===== src/rtl/aligner_pkg.sv =====
package aligner_pkg;
   localparam int unsigned CWORD_W = 32;
   typedef logic [CWORD_W-1:0] cword_t;

   // Wrap-around ordering of two sequence numbers: a lags b.
   function automatic logic seq_lags(input cword_t a, input cword_t b);
      cword_t diff;
      diff = a - b;
      return diff[CWORD_W-1];
   endfunction
endpackage


===== src/rtl/frame_collector.sv =====
module frame_collector #(
   parameter int unsigned NUM_CHAN = 2,
   parameter int unsigned WORD_W   = 32
) (
   input  logic                             clk,
   input  logic                             rst,
   input  logic                             in_valid,
   output logic                             in_ready,
   input  logic [WORD_W-1:0]                in_data,
   input  logic                             release_i,
   output logic                             full_o,
   output logic [NUM_CHAN-1:0][WORD_W-1:0]  frame_o
);
   localparam int unsigned IDX_W = (NUM_CHAN > 1) ? $clog2(NUM_CHAN) : 1;
   localparam logic [IDX_W-1:0] LAST_IDX = IDX_W'(NUM_CHAN - 1);

   logic [IDX_W-1:0] idx_q;
   logic             full_q;
   logic             accept;

   assign in_ready = !full_q;
   assign accept   = in_valid && !full_q;
   assign full_o   = full_q;

   always_ff @(posedge clk) begin
      if (rst) begin
         idx_q  <= '0;
         full_q <= 1'b0;
      end else if (accept) begin
         if (idx_q == LAST_IDX) begin
            idx_q  <= '0;
            full_q <= 1'b1;
         end else begin
            idx_q <= idx_q + 1'b1;
         end
      end else if (release_i) begin
         full_q <= 1'b0;
      end
   end

   for (genvar b = 0; b < NUM_CHAN; b++) begin : g_slot
      logic [WORD_W-1:0] slot_q;
      always_ff @(posedge clk) begin
         if (rst)
            slot_q <= '0;
         else if (accept && idx_q == IDX_W'(b))
            slot_q <= in_data;
      end
      assign frame_o[b] = slot_q;
   end
endmodule


===== src/rtl/seq_compare.sv =====
module seq_compare
   import aligner_pkg::*;
(
   input  cword_t a_seq,
   input  cword_t b_seq,
   output logic   equal_o,
   output logic   a_lags_o
);
   assign equal_o  = (a_seq == b_seq);
   assign a_lags_o = seq_lags(a_seq, b_seq);
endmodule


===== src/rtl/lockstep_emitter.sv =====
module lockstep_emitter #(
   parameter int unsigned NUM_CHAN = 2,
   parameter int unsigned WORD_W   = 32
) (
   input  logic                             clk,
   input  logic                             rst,
   input  logic                             match_i,
   input  logic [NUM_CHAN-1:0][WORD_W-1:0]  frame_a,
   input  logic [NUM_CHAN-1:0][WORD_W-1:0]  frame_b,
   input  logic                             ready_a,
   input  logic                             ready_b,
   output logic                             valid_o,
   output logic [WORD_W-1:0]                data_a,
   output logic [WORD_W-1:0]                data_b,
   output logic                             last_fire_o
);
   localparam int unsigned IDX_W = (NUM_CHAN > 1) ? $clog2(NUM_CHAN) : 1;
   localparam logic [IDX_W-1:0] LAST_IDX = IDX_W'(NUM_CHAN - 1);

   logic [IDX_W-1:0] beat_q;

   assign valid_o     = match_i && ready_a && ready_b;
   assign last_fire_o = valid_o && (beat_q == LAST_IDX);
   assign data_a      = frame_a[beat_q];
   assign data_b      = frame_b[beat_q];

   always_ff @(posedge clk) begin
      if (rst)
         beat_q <= '0;
      else if (valid_o)
         beat_q <= (beat_q == LAST_IDX) ? '0 : beat_q + 1'b1;
   end
endmodule


===== src/rtl/seqnum_stream_aligner.sv =====
module seqnum_stream_aligner
   import aligner_pkg::*;
#(
   parameter int unsigned NUM_CHAN       = 2,
   parameter int unsigned ALIGN_INTERVAL = 0
) (
   input  logic        clk,
   input  logic        rst,
   input  logic        m_in_valid,
   output logic        m_in_ready,
   input  logic [31:0] m_in_data,
   input  logic        s_in_valid,
   output logic        s_in_ready,
   input  logic [31:0] s_in_data,
   output logic        m_out_valid,
   input  logic        m_out_ready,
   output logic [31:0] m_out_data,
   output logic        s_out_valid,
   input  logic        s_out_ready,
   output logic [31:0] s_out_data,
   output logic        align_lost
);
   localparam int unsigned WORD_W = CWORD_W;

   if (NUM_CHAN != 2 && NUM_CHAN != 4) begin : g_bad_chan
      $error("seqnum_stream_aligner: NUM_CHAN must be 2 or 4");
   end
   if (ALIGN_INTERVAL > 32'h7FFF_FFFF) begin : g_bad_interval
      $error("seqnum_stream_aligner: ALIGN_INTERVAL out of range");
   end

   logic                            full_m, full_s;
   logic                            rel_m, rel_s;
   logic [NUM_CHAN-1:0][WORD_W-1:0] frame_m, frame_s;
   logic                            seq_eq, m_lags;
   logic                            both_full, match, mismatch;
   logic                            out_valid, last_fire;
   logic                            aligned_q, lost_q;

   frame_collector #(.NUM_CHAN(NUM_CHAN), .WORD_W(WORD_W)) u_col_m (
      .clk(clk), .rst(rst), .in_valid(m_in_valid), .in_ready(m_in_ready),
      .in_data(m_in_data), .release_i(rel_m), .full_o(full_m), .frame_o(frame_m));

   frame_collector #(.NUM_CHAN(NUM_CHAN), .WORD_W(WORD_W)) u_col_s (
      .clk(clk), .rst(rst), .in_valid(s_in_valid), .in_ready(s_in_ready),
      .in_data(s_in_data), .release_i(rel_s), .full_o(full_s), .frame_o(frame_s));

   seq_compare u_cmp (
      .a_seq(frame_m[0]), .b_seq(frame_s[0]), .equal_o(seq_eq), .a_lags_o(m_lags));

   assign both_full = full_m && full_s;
   assign match     = both_full && seq_eq;
   assign mismatch  = both_full && !seq_eq;

   lockstep_emitter #(.NUM_CHAN(NUM_CHAN), .WORD_W(WORD_W)) u_emit (
      .clk(clk), .rst(rst), .match_i(match), .frame_a(frame_m), .frame_b(frame_s),
      .ready_a(m_out_ready), .ready_b(s_out_ready), .valid_o(out_valid),
      .data_a(m_out_data), .data_b(s_out_data), .last_fire_o(last_fire));

   always_comb begin
      rel_m = last_fire || (mismatch && m_lags);
      rel_s = last_fire || (mismatch && !m_lags);
   end

   always_ff @(posedge clk) begin
      if (rst) begin
         aligned_q <= 1'b0;
         lost_q    <= 1'b0;
      end else if (mismatch) begin
         aligned_q <= 1'b0;
         if (aligned_q) lost_q <= 1'b1;
      end else if (last_fire) begin
         aligned_q <= 1'b1;
      end
   end

   assign m_out_valid = out_valid;
   assign s_out_valid = out_valid;
   assign align_lost  = lost_q;
endmodule


===== config.mk =====
export PLATFORM = sky130hd
export DESIGN_NAME = seqnum_stream_aligner
export DESIGN_NICKNAME = d
export VERILOG_FILES = /design/src/rtl/aligner_pkg.sv /design/src/rtl/frame_collector.sv /design/src/rtl/seq_compare.sv /design/src/rtl/lockstep_emitter.sv /design/src/rtl/seqnum_stream_aligner.sv
export SDC_FILE = /design/constraint.sdc
export NUM_CORES = 1
export LEC_CHECK = 0
export ABC_AREA = 1
export BUFFER_PORTS_ARGS = -buffer_cell sky130_fd_sc_hd__buf_2
export CAP_MARGIN = 20
export CORE_AREA = 5 5 151 117
export CTS_CLUSTER_DIAMETER = 40
export DETAILED_ROUTE_END_ITERATION = 8
export DIE_AREA = 0 0 156 122
export SLEW_MARGIN = 20
export SYNTH_ARGS = -nofsm -noshare
export SYNTH_HDL_FRONTEND = slang
export SYNTH_SLANG_ARGS = --single-unit

===== constraint.sdc =====
create_clock -name clk -period 4.48 [get_ports clk]
set_input_delay 0.224 -clock clk [delete_from_list [all_inputs] [get_ports clk]]
set_output_delay 0.224 -clock clk [all_outputs]
set_load 0.02 [all_outputs]

# Yosys cells after proc, flatten, opt, wreduce, memory -nomap -nowiden
# Index checks and enable logic that the tools add are counted.
[word_totals] in_bits=70 latch_bits=0 reg_bits=135 mem_bits_rw=0 rom_bits=0 memories=0 output_inout_bits=69 elab_cells=60
[classes] bitwise_logic=2 shift=0 order_cmp=1 eq_ne=3 n_div=0 reduce_logical=26 add_sub_neg=4 n_mux=13 multipliers=0
[ops] cell="$mux 32" n=4
[ops] cell="$eq 32x32->1" n=1
[ops] cell="$sub 32x32->32" n=1
[ops] cell="$logic_and 1x1->1" n=14
[ops] cell="$mux 1" n=9
[ops] cell="$reduce_and 2->1" n=3
[ops] cell="$logic_not 1->1" n=4
[ops] cell="$ne 2x1->1 const B" n=2
[ops] cell="$reduce_bool 2->1" n=2
[ops] cell="$add 1x1->1 const B" n=3
[ops] cell="$logic_or 1x1->1" n=2
[ops] cell="$lt 1x2->1 const B" n=1
[ops] cell="$not 1->1" n=2
[ops] cell="$reduce_or 2->1" n=1

# Depth between registers and ports, before layout
# Gate-level depths: netlist of the first run.
[logic_depth] word_depth=8 ltp_mapped=15 mapped_depth_nobuf=15

# Modules after synthesis
# From an unflattened synthesis of the first run, not the netlist that was laid out.
[hier_totals] hier_cells=1219 area_unflattened_um2=7252.0
[by_module_without_submodules] module="frame_collector" seq_area_each_um2=1321.3 cells_each=416 n_inst=2 area_each_um2=2671.3
[by_module_without_submodules] module="seq_compare" seq_area_each_um2=0.0 cells_each=155 n_inst=1 area_each_um2=905.9
[by_module_without_submodules] module="lockstep_emitter" seq_area_each_um2=20.0 cells_each=215 n_inst=1 area_each_um2=890.9
[by_module_without_submodules] module="seqnum_stream_aligner" seq_area_each_um2=40.0 cells_each=17 n_inst=1 area_each_um2=112.6

# Least setup slack after synthesis of the first run
# OpenSTA, ideal clock, no wires.
[synth_timing] kind="reg2out" from="reg u_col_s.g_slot[0].slot_q[18]" to="out s_out_valid" n_path_buf=1 arrival_ns=1.634 required_time_ns=4.256 stages_incl_launch_ff=8 slack_ns=2.622 cell_sequence="dfxtp_1 inv_1 ha_1 nand2_1 nor4_1 nand4_1 nor2_1 buf_4"
[synth_via] elab_chain_len=4
[synth_lines] item="start: declaration" line_no="frame_collector.sv:42" rtl="logic [WORD_W-1:0] slot_q;"
[synth_lines] item="start signal: assignment" line_no="frame_collector.sv:47" rtl="slot_q <= in_data;"
[synth_lines] item="$eq 32x32->1" line_no="seq_compare.sv:9" rtl="assign equal_o = (a_seq == b_seq);"
[synth_lines] item="$logic_and 1x1->1" line_no="seqnum_stream_aligner.sv:52" rtl="assign match = both_full && seq_eq;"
[synth_lines] item="$logic_and 1x1->1 (2 in a row)" line_no="lockstep_emitter.sv:22" rtl="assign valid_o = match_i && ready_a && ready_b;"
[synth_lines] item="end: declaration" line_no="seqnum_stream_aligner.sv:18" rtl="output logic s_out_valid,"
# No other way between the ends.

# Worst setup path in the final report of the first run
[layout_timing] from="reg u_emit.beat_q" to="out m_out_data[26]"
[layout_via] elab_chain_len=2
[layout_lines] item="start: declaration" line_no="lockstep_emitter.sv:20" rtl="logic [IDX_W-1:0] beat_q;"
[layout_lines] item="start signal: assignment" line_no="lockstep_emitter.sv:31" rtl="beat_q <= (beat_q == LAST_IDX) ? '0 : beat_q + 1'b1;"
[layout_lines] item="$mux 32 (not written as such) (2 in a row)" line_no="lockstep_emitter.sv:24" rtl="assign data_a = frame_a[beat_q];"
[layout_lines] item="end: declaration" line_no="seqnum_stream_aligner.sv:17" rtl="output logic [31:0] m_out_data,"
# No other way between the ends. The select of a mux whose other input is x is not followed.

==> results.cfg, run 1 <==
[sta]
finalCriticalPeriod_ns = 2.48
max-slew-margin-rel = 0.381
setup_violations = 0
skew_ns = 0.00688
tightest_slew_ns = 0.928
finalMaxSlewViolations = 0
max_freq_mhz = 403
tns_ns = 0
hold_viol = 0
fin_crit_sh = 0.553
rsz0062_at_grt = false
layout_setup_ws_ns = 2.00

[placement]
dp_cells = 1186
place_congestion = 0.808
io_buffer_count = 138
dp_hpwl_um = 12400
dp_slack_ns = 2.29

[clocking]
clkLatencyLatePin_ns = 0.43
post_cts_resized = 0
cts_tree = done
clkTransAtPathRegs_ns = 0.06
cts_setup_buffers = 0
cts_hold_buf = 0
cts_root_buf = clkbuf_16
cts.sinks = 135
htreeDepth = 4
numCtsBuffers = 17
max-clock-path-buffers = 2

[detailed_routing]
wl_um = 18000
antenna_left = 0
firstDrtPassIters = 5
met1_length_um = 8440
wl_met3_um = 1050
met2_length_um = 8230
viasPerCell = 4.87
highest_layer = met4
drc = 0
wl_per_cell_um = 14.8
vias = 5932
dr.first_iter.drc_count = 414

[critical_path]
max_stage_delay_ns = 0.92
cpLargestDelayFamily = flip-flops
cp_max_fo = 95
worstSetupEndpointType = primary output
crit_required_ns = 4.26
start_kind = flip-flop
cp_cell_sequence = buf_4 -> nand2_1 -> o21ai_0 -> buf_2
path_buf_inv = 2
cp.arrival_ns = 2.25
crit_type = reg -> out
critPathSlowestCell = dfxtp_4

[floorplanning]
fp.dieH_um = 122
fp.dieW_um = 156
dieArea_mm2 = 0.0190
start_util = 0.388
core_area_mm2 = 0.0163
rows = 41
ios = 139

[finish]
layout_commonest_cell = nand2_1
drive_above_1_share = 0.206
area.growth.synth_to_final_pct = 21.4
final_cell_mix = 240 x nand2_1, 140 x a21oi_1, 138 x buf_2
fill_cells = 1691
multi_input_area_mm2 = 0.00303
seq_area_mm2 = 0.00271
n_antenna_cell = 0
fin_nets = 1092
instances_no_fill = 1219

[power]
switching_share = 0.305
combPwrFrac = 0.194
clkPwrFrac = 0.402
seqPwrFrac = 0.404
power_density_mw_per_mm2 = 430
p_leak_nw = 3.25
p_switching_mw = 1.00
intPower_mw = 2.29
max-vdd-ir-drop_mv = 0.298

[global_route]
grt_pass1_wl_um = 28300
grt_pass1_vias = 5437
grt_usage = 0.190
grt_max_degree = 96
grt_overflow = 0
antenna_found_initial = 0

[yosys]
synthAdderAreaFrac = 0.0615
synth_xor_xnor_area_share = 0.00258
synth_compound_area_frac = 0.223
yosys_warnings = 0
synth_top_family_by_area = compound AO/OA/AOI/OAI gates
seq_area_frac_synth = 0.429
synth-simple-area-share = 0.194
syn_inst = 882
ys_seq_elements = 135
synthMuxAreaShare = 0
syn_area_per_cell_um2 = 7.15
synthesis.nets = 983
synthesis.area_mm2 = 0.00630
synth.distinct_cells = 32

[run]
max-cap-violations = 0

[min_path]
min_path_type = in -> reg

[status]
status = finished clean
-- layer usage --
layer,vias to the layer above,track usage
met5,-,0
met3,20,0.0394
met4,0,0.0629
met2,155,0.296
met1,2661,0.263
li1,3096,-
-- cell families (layout without fill, tap and decap cells) --
| family | Yosys count | count (layout) |
|---|---|---|
| AND/OR/NAND/NOR | 294 | 294 |
| flip-flops | 135 | 135 |
| XOR/XNOR | 1 | 1 |
| AO/OA/AOI/OAI | 276 | 276 |
| adder cells (fa/ha/maj) | 31 | 31 |
| buffers and inverters | 145 | 267 |
-- worst reg2reg max path, stage by stage (launching register included) --
cell and delay (ns):
dfxtp_1 0.32, inv_2 0.09, nand3_2 0.62, inv_2 0.81, nand2_1 0.15, a21oi_1 0.16
-- registers in the layout, summed over array words and instances (netlist names) --
name	count
u_col_s.idx_q	1
u_col_s.g_slot.slot_q	64
align_lost	1
u_col_m.idx_q	1
u_emit.beat_q	1
aligned_q	1
u_col_m.g_slot.slot_q	64
u_col_s.full_o	1
u_col_m.full_o	1
-- final timing paths --
path                  start                           to  slack, ns  depth (start not counted)
max           u_emit.beat_q               m_out_data[26]       2.00                          4
max reg2reg  u_col_s.full_o  u_col_s.g_slot[1].slot_q[7]       2.25                          5
min reg2reg       aligned_q                   align_lost       0.46                          2
min            m_in_data[5]  u_col_m.g_slot[1].slot_q[5]       0.05                          3
-- per-stage QoR --
step,instance area (µm²),power (mW),hold WS [ns],util
global placement,7080,1.99,0.452,0.435
CTS,7640,3.31,0.0369,0.470
detailed placement,7080,1.99,0.452,0.435
finish,7650,3.29,0.0506,0.471
global route,7650,3.45,0.0511,0.471
floorplan,6300,1.78,0.367,-
-- power by group through the flow --
stage	registers, mW	logic (mW)	clock network [mW]
after detailed placement	1.36	0.636	0
after global routing	1.34	0.721	1.39
after global placement	1.36	0.631	0
final	1.33	0.639	1.32
after floorplan	1.34	0.439	0
after CTS	1.33	0.640	1.34
-- area by class of cell --
type                       instances  share of cell area
clock inverter                    12              0.0134
inverter                          91              0.0450
multi-input combinational        602               0.396
clock buffer                      20              0.0597
timing repair buffer             144              0.0971
tap                              215              0.0351
sequential                       135               0.354
-- cells in the mapped netlist (all sizes together) --
cell type,number,area share
a21oi,143,0.12
nand2,246,0.15
nand3b,2,0.0030
buf,18,0.014
dfxtp,135,0.43
clkbuf,36,0.022
a31oi,1,0.0020
clkinv,1,0.00079
nand4,4,0.0040
nor4,2,0.0020
o21ai,130,0.10
a21o,2,0.0024
ha,31,0.062
nor3,5,0.0073
and3,1,0.0012
nor2,19,0.013
inv,90,0.054
xor2,1,0.0026
nand3,15,0.014
No activity file was read; power rests on OpenSTA's default activity.
==> inputs of run 2 (changes only) <==
==> constraint.sdc (replaced) <==
create_clock -name clk -period 2.2 [get_ports clk]
set_input_delay 0.11 -clock clk [delete_from_list [all_inputs] [get_ports clk]]
set_output_delay 0.11 -clock clk [all_outputs]
set_load 0.02 [all_outputs]
==> run 2 against run 1 <==
  * The flow now finishes with violations (negative setup slack)
  * Sequential share of layout area decreased by 3.7 points
  * Sequential power increased by 100%
  * Hold slack lost 0.016 ns
  * Largest cell class unchanged
==> results.cfg, run 2 (synthesized netlist as in run 1, its figures left out) <==
[placement]
dp_cells = 1192
place_congestion = 0.857
dp_hpwl_um = 12700
io_buffer_count = 138

[sta]
setup_violations = 1
layout_setup_ws_ns = -0.00137
finalMaxSlewViolations = 0
hold_viol = 0
max-slew-margin-rel = 0.578
tns_ns = -0.00137
tightest_slew_ns = 0.632
skew_ns = 0.00957
finalCriticalPeriod_ns = 2.20
holdWs_ns = 0.0346
max_freq_mhz = 454
fin_crit_sh = 1.00

[detailed_routing]
firstDrtPassIters = 5
dr.first_iter.drc_count = 421
wl_per_cell_um = 14.8
vias = 6166
viasPerCell = 4.78
antenna_left = 0
wl_um = 19100
drc = 0

[critical_path]
worstSetupEndpointType = primary output
crit_type = reg -> out
cp_cell_sequence = inv_1 -> ha_1 -> nand2_1 -> nor4_2 -> nand4_1 -> nor2_2 -> buf_4
crit_required_ns = 2.09
cp.arrival_ns = 2.09
start_kind = flip-flop
critPathSlowestCell = nor4_2
cp_max_fo = 3
max_stage_delay_ns = 0.35

[floorplanning]
start_util = 0.388
fp.dieW_um = 156
ios = 139
dieArea_mm2 = 0.0190
rows = 41
fp.dieH_um = 122
core_area_mm2 = 0.0163

[power]
power_density_mw_per_mm2 = 860
clkPwrFrac = 0.436
p_leak_nw = 3.63
switching_share = 0.278
p_switching_mw = 2.04
combPwrFrac = 0.194
intPower_mw = 5.30
max-vdd-ir-drop_mv = 0.562
seqPwrFrac = 0.369

[global_route]
grt_pass1_wl_um = 30100
grt_pass1_vias = 5848
grt_max_degree = 70
grt_usage = 0.202
grt_overflow = 0
antenna_found_initial = 0

[status]
status = finished, violations left
violations = negative setup slack

[clocking]
clkLatencyLatePin_ns = 0.43
max-clock-path-buffers = 2
cts_root_buf = clkbuf_16
cts_tree = done
numCtsBuffers = 17
clkTransAtPathRegs_ns = 0.06
cts.sinks = 135
htreeDepth = 4

[finish]
layout_commonest_cell = nand2_1
drive_above_1_share = 0.202
instances_no_fill = 1290
final_cell_mix = 239 x nand2_1, 140 x a21oi_1, 136 x buf_2
area.growth.synth_to_final_pct = 35.5
n_antenna_cell = 0
largestRegisters = u_col_m.g_slot.slot_q (64), u_col_s.g_slot.slot_q (64)
fin_nets = 1163

[min_path]
min_path_type = in -> reg

[run]
max-cap-violations = 0
==> run 2: worst paths after layout <==
check | start | end | slack, ns | cells after the start
max | u_col_s.g_slot[0].slot_q[14] | m_out_valid | -0.001 | 7
min | s_in_valid | u_col_s.idx_q | 0.03 | 3
max reg2reg | u_col_s.g_slot[0].slot_q[14] | u_emit.beat_q | 0.36 | 9
min reg2reg | u_col_s.g_slot[1].slot_q[0] | u_col_s.g_slot[1].slot_q[0] | 0.46 | 2
==> run 2: critical path: cells and delay by family (launching register included) <==
| kind | cells | cell delay, ns |
|---|---|---|
| adder cells (fa/ha/maj) | 1 | 0.29 |
| buffers and inverters | 2 | 0.24 |
| flip-flops | 1 | 0.30 |
| AND/OR/NAND/NOR | 4 | 0.84 |
==> run 2: power groups by stage <==
stage / Clock, mW / Combinational, mW / Sequential (mW)
5_1_grt: 3.35 / 1.60 / 2.73
3_5_place_dp: 0 / 1.31 / 2.77
2_1_floorplan: 0 / 0.893 / 2.73
4_1_cts: 3.25 / 1.41 / 2.71
6_report: 3.20 / 1.43 / 2.71
3_3_place_gp: 0 / 1.31 / 2.76
==> run 2: stage by stage <==
stage / instance area [µm²] / total power, mW / worst slack, ns / utilization
global route: 8540 / 7.68 / -0.0782 / 0.525
detailed placement: 7170 / 4.07 / 0.454 / 0.441
finish: 8540 / 7.35 / -0.00137 / 0.525
global placement: 7170 / 4.07 / 0.488 / 0.441
CTS: 8500 / 7.37 / 0.000681 / 0.522
floorplan: 6300 / 3.62 / 0.456 / -
==> run 2: cell type report <==
type | instances | area, µm²
Inverter | 91 | 343
Clock buffer | 24 | 502
Fill cell | 1617 | 7720
Tap cell | 215 | 269
Sequential cell | 135 | 2710
Multi-Input combinational cell | 602 | 3070
Timing Repair Buffer | 215 | 1490
Clock inverter | 8 | 165
==> run 2: what timing repair did <==
action,CTS,global route
hold endpoints to repair,106,0
gates resized for setup,2,6
pin swaps,0,2
hold buffers,65,0
buffers inserted,0,1
setup endpoints to repair,2,2
==> run 2: layer usage <==
layer | global-route usage | vias up | share of wire
met4 | 0.0481 | 0 | 0.0086
met1 | 0.268 | 2756 | 0.47
met2 | 0.333 | 167 | 0.46
met3 | 0.0497 | 11 | 0.063
li1 | - | 3232 | -
met5 | 0 | - | 0
==> inputs of run 3 (changes only) <==
--- a/config.mk
+++ b/config.mk
@@ -7,12 +7,13 @@
 export LEC_CHECK = 0
 export ABC_AREA = 1
 export BUFFER_PORTS_ARGS = -buffer_cell sky130_fd_sc_hd__buf_2
-export CAP_MARGIN = 20
+export CAP_MARGIN = 25
 export CORE_AREA = 5 5 151 117
 export CTS_CLUSTER_DIAMETER = 40
 export DETAILED_ROUTE_END_ITERATION = 8
 export DIE_AREA = 0 0 156 122
-export SLEW_MARGIN = 20
+export MAX_ROUTING_LAYER = met4
+export SLEW_MARGIN = 15
 export SYNTH_ARGS = -nofsm -noshare
 export SYNTH_HDL_FRONTEND = slang
 export SYNTH_SLANG_ARGS = --single-unit
==> run 3 against run 2 <==
  * The flow still finishes with violations (negative setup slack)
  * Combinational power is essentially flat
  * Final area is the same
  * Worst setup slack is essentially flat
  * Fmax is essentially flat
  * Routed wire length grew 0.12%
  * Utilization is the same
  * Critical path type unchanged
==> results.cfg, run 3 (synthesized netlist as in run 1, its figures left out) <==
[status]
status = finished, violations left
violations = negative setup slack

[critical_path]
crit_type = reg -> out
crit_required_ns = 2.09
cp_cell_sequence = inv_1 -> ha_1 -> nand2_1 -> nor4_2 -> nand4_1 -> nor2_2 -> buf_4
path_buf_inv = 2
cp_max_fo = 3
cp.arrival_ns = 2.09
max_stage_delay_ns = 0.33
worstSetupEndpointType = primary output
critPathSlowestCell = nor4_2
crit_cells = 7
start_kind = flip-flop
cpLargestDelayFamily = simple AND/OR/NAND/NOR gates
reg2reg_depth = 9

[run]
max-cap-violations = 0

[floorplanning]
core_area_mm2 = 0.0163
dieArea_mm2 = 0.0190
rows = 41
ios = 139
fp.dieW_um = 156
fp.dieH_um = 122
start_util = 0.388

[power]
clkPwrFrac = 0.436
max-vdd-ir-drop_mv = 0.564
p_leak_nw = 3.63
switching_share = 0.278
p_switching_mw = 2.04
seqPwrFrac = 0.369
power_density_mw_per_mm2 = 860
intPower_mw = 5.30
combPwrFrac = 0.194

[detailed_routing]
drc = 0
viasPerCell = 4.80
wl_um = 19100
dr.first_iter.drc_count = 448
wl_per_cell_um = 14.8
vias = 6198
firstDrtPassIters = 5
antenna_left = 0

[finish]
layout_commonest_cell = nand2_1
final_cell_mix = 239 x nand2_1, 140 x a21oi_1, 136 x buf_2
largestRegisters = u_col_m.g_slot.slot_q (64), u_col_s.g_slot.slot_q (64)
n_antenna_cell = 0
post-route-util = 0.525
area.growth.synth_to_final_pct = 35.5
fin_nets = 1163
drive_above_1_share = 0.202
fill_cells = 1617

[sta]
skew_ns = 0.00633
hold_viol = 0
setup_violations = 1
finalCriticalPeriod_ns = 2.20
tightest_slew_ns = 0.628
fin_crit_sh = 1.00
max_freq_mhz = 454
finalMaxSlewViolations = 0
max-slew-margin-rel = 0.581
holdWs_ns = 0.0342
layout_setup_ws_ns = -0.00183

[min_path]
whs_path_depth = 3
min_path_type = in -> reg

[placement]
dp_hpwl_um = 12700
place_congestion = 0.871
io_buffer_count = 138

[clocking]
numCtsBuffers = 17
cts_root_buf = clkbuf_16
max-clock-path-buffers = 2
htreeDepth = 4
clkTransAtPathRegs_ns = 0.06
cts_tree = done
clkLatencyLatePin_ns = 0.42
cts.sinks = 135

[global_route]
antenna_found_initial = 0
grt_max_degree = 70
grt_pass1_wl_um = 30100
grt_pass1_vias = 5854
grt_usage = 0.208
grt_overflow = 0
## run 3: per-layer routing
metal  up-vias  track usage  wire, µm
li1       3234            -         -
met1      2764        0.270      8890
met2       187        0.334      8850
met5         -            -         0
met4         0       0.0481       180
met3        13       0.0455      1170
## run 3: final cells by class
cell class                      instances  area [µm²]  area share
Clock buffer                           24         502      0.0587
Clock inverter                          8         165      0.0193
Inverter                               91         343      0.0401
Multi-Input combinational cell        602        3070       0.359
Sequential cell                       135        2710       0.317
Tap cell                              215         269      0.0315
Timing Repair Buffer                  215        1490       0.174
## run 3: worst min-delay path, stage by stage
cell,delay (ns)
buf_2,0.11
a21oi_1,0.07
nor3_1,0.11
## run 3: power by group through the flow
stage	clock network (mW)	logic [mW]	registers [mW]
after floorplan	0	0.893	2.73
after global placement	0	1.31	2.76
after detailed placement	0	1.31	2.77
after CTS	3.25	1.41	2.71
after global routing	3.35	1.60	2.73
final	3.20	1.43	2.71
## run 3: worst paths after layout
| kind | slack, ns | to | startpoint |
|---|---|---|---|
| setup / recovery | -0.002 | m_out_valid | u_col_s.g_slot[0].slot_q[10] |
| hold / removal | 0.03 | u_col_s.idx_q | s_in_valid |
| setup reg to reg | 0.37 | u_emit.beat_q | u_col_s.g_slot[0].slot_q[10] |
| hold reg to reg | 0.46 | u_col_s.g_slot[1].slot_q[0] | u_col_s.g_slot[1].slot_q[0] |
## run 3: per-stage QoR
stage / TNS, ns / power [mW] / cells / setup WS (ns) / cell area [µm²]
after floorplan: 0 / 3.62 / 882 / 0.456 / 6300
after global placement: 0 / 4.07 / 1192 / 0.488 / 7170
after detailed placement: 0 / 4.07 / 1192 / 0.454 / 7170
after CTS: 0 / 7.37 / 1289 / 0.000681 / 8500
after global routing: -0.129 / 7.68 / 1290 / -0.0763 / 8540
final: -0.00183 / 7.34 / 1290 / -0.00183 / 8540
## run 3: repair_timing
| action | CTS | global route |
|---|---|---|
| setup endpoints to repair | 2 | 2 |
| gates resized for setup | 2 | 6 |
| hold buffers | 65 | 0 |
| pin swaps | 0 | 2 |
| setup buffers | 0 | 1 |
| hold endpoints to repair | 106 | 0 |
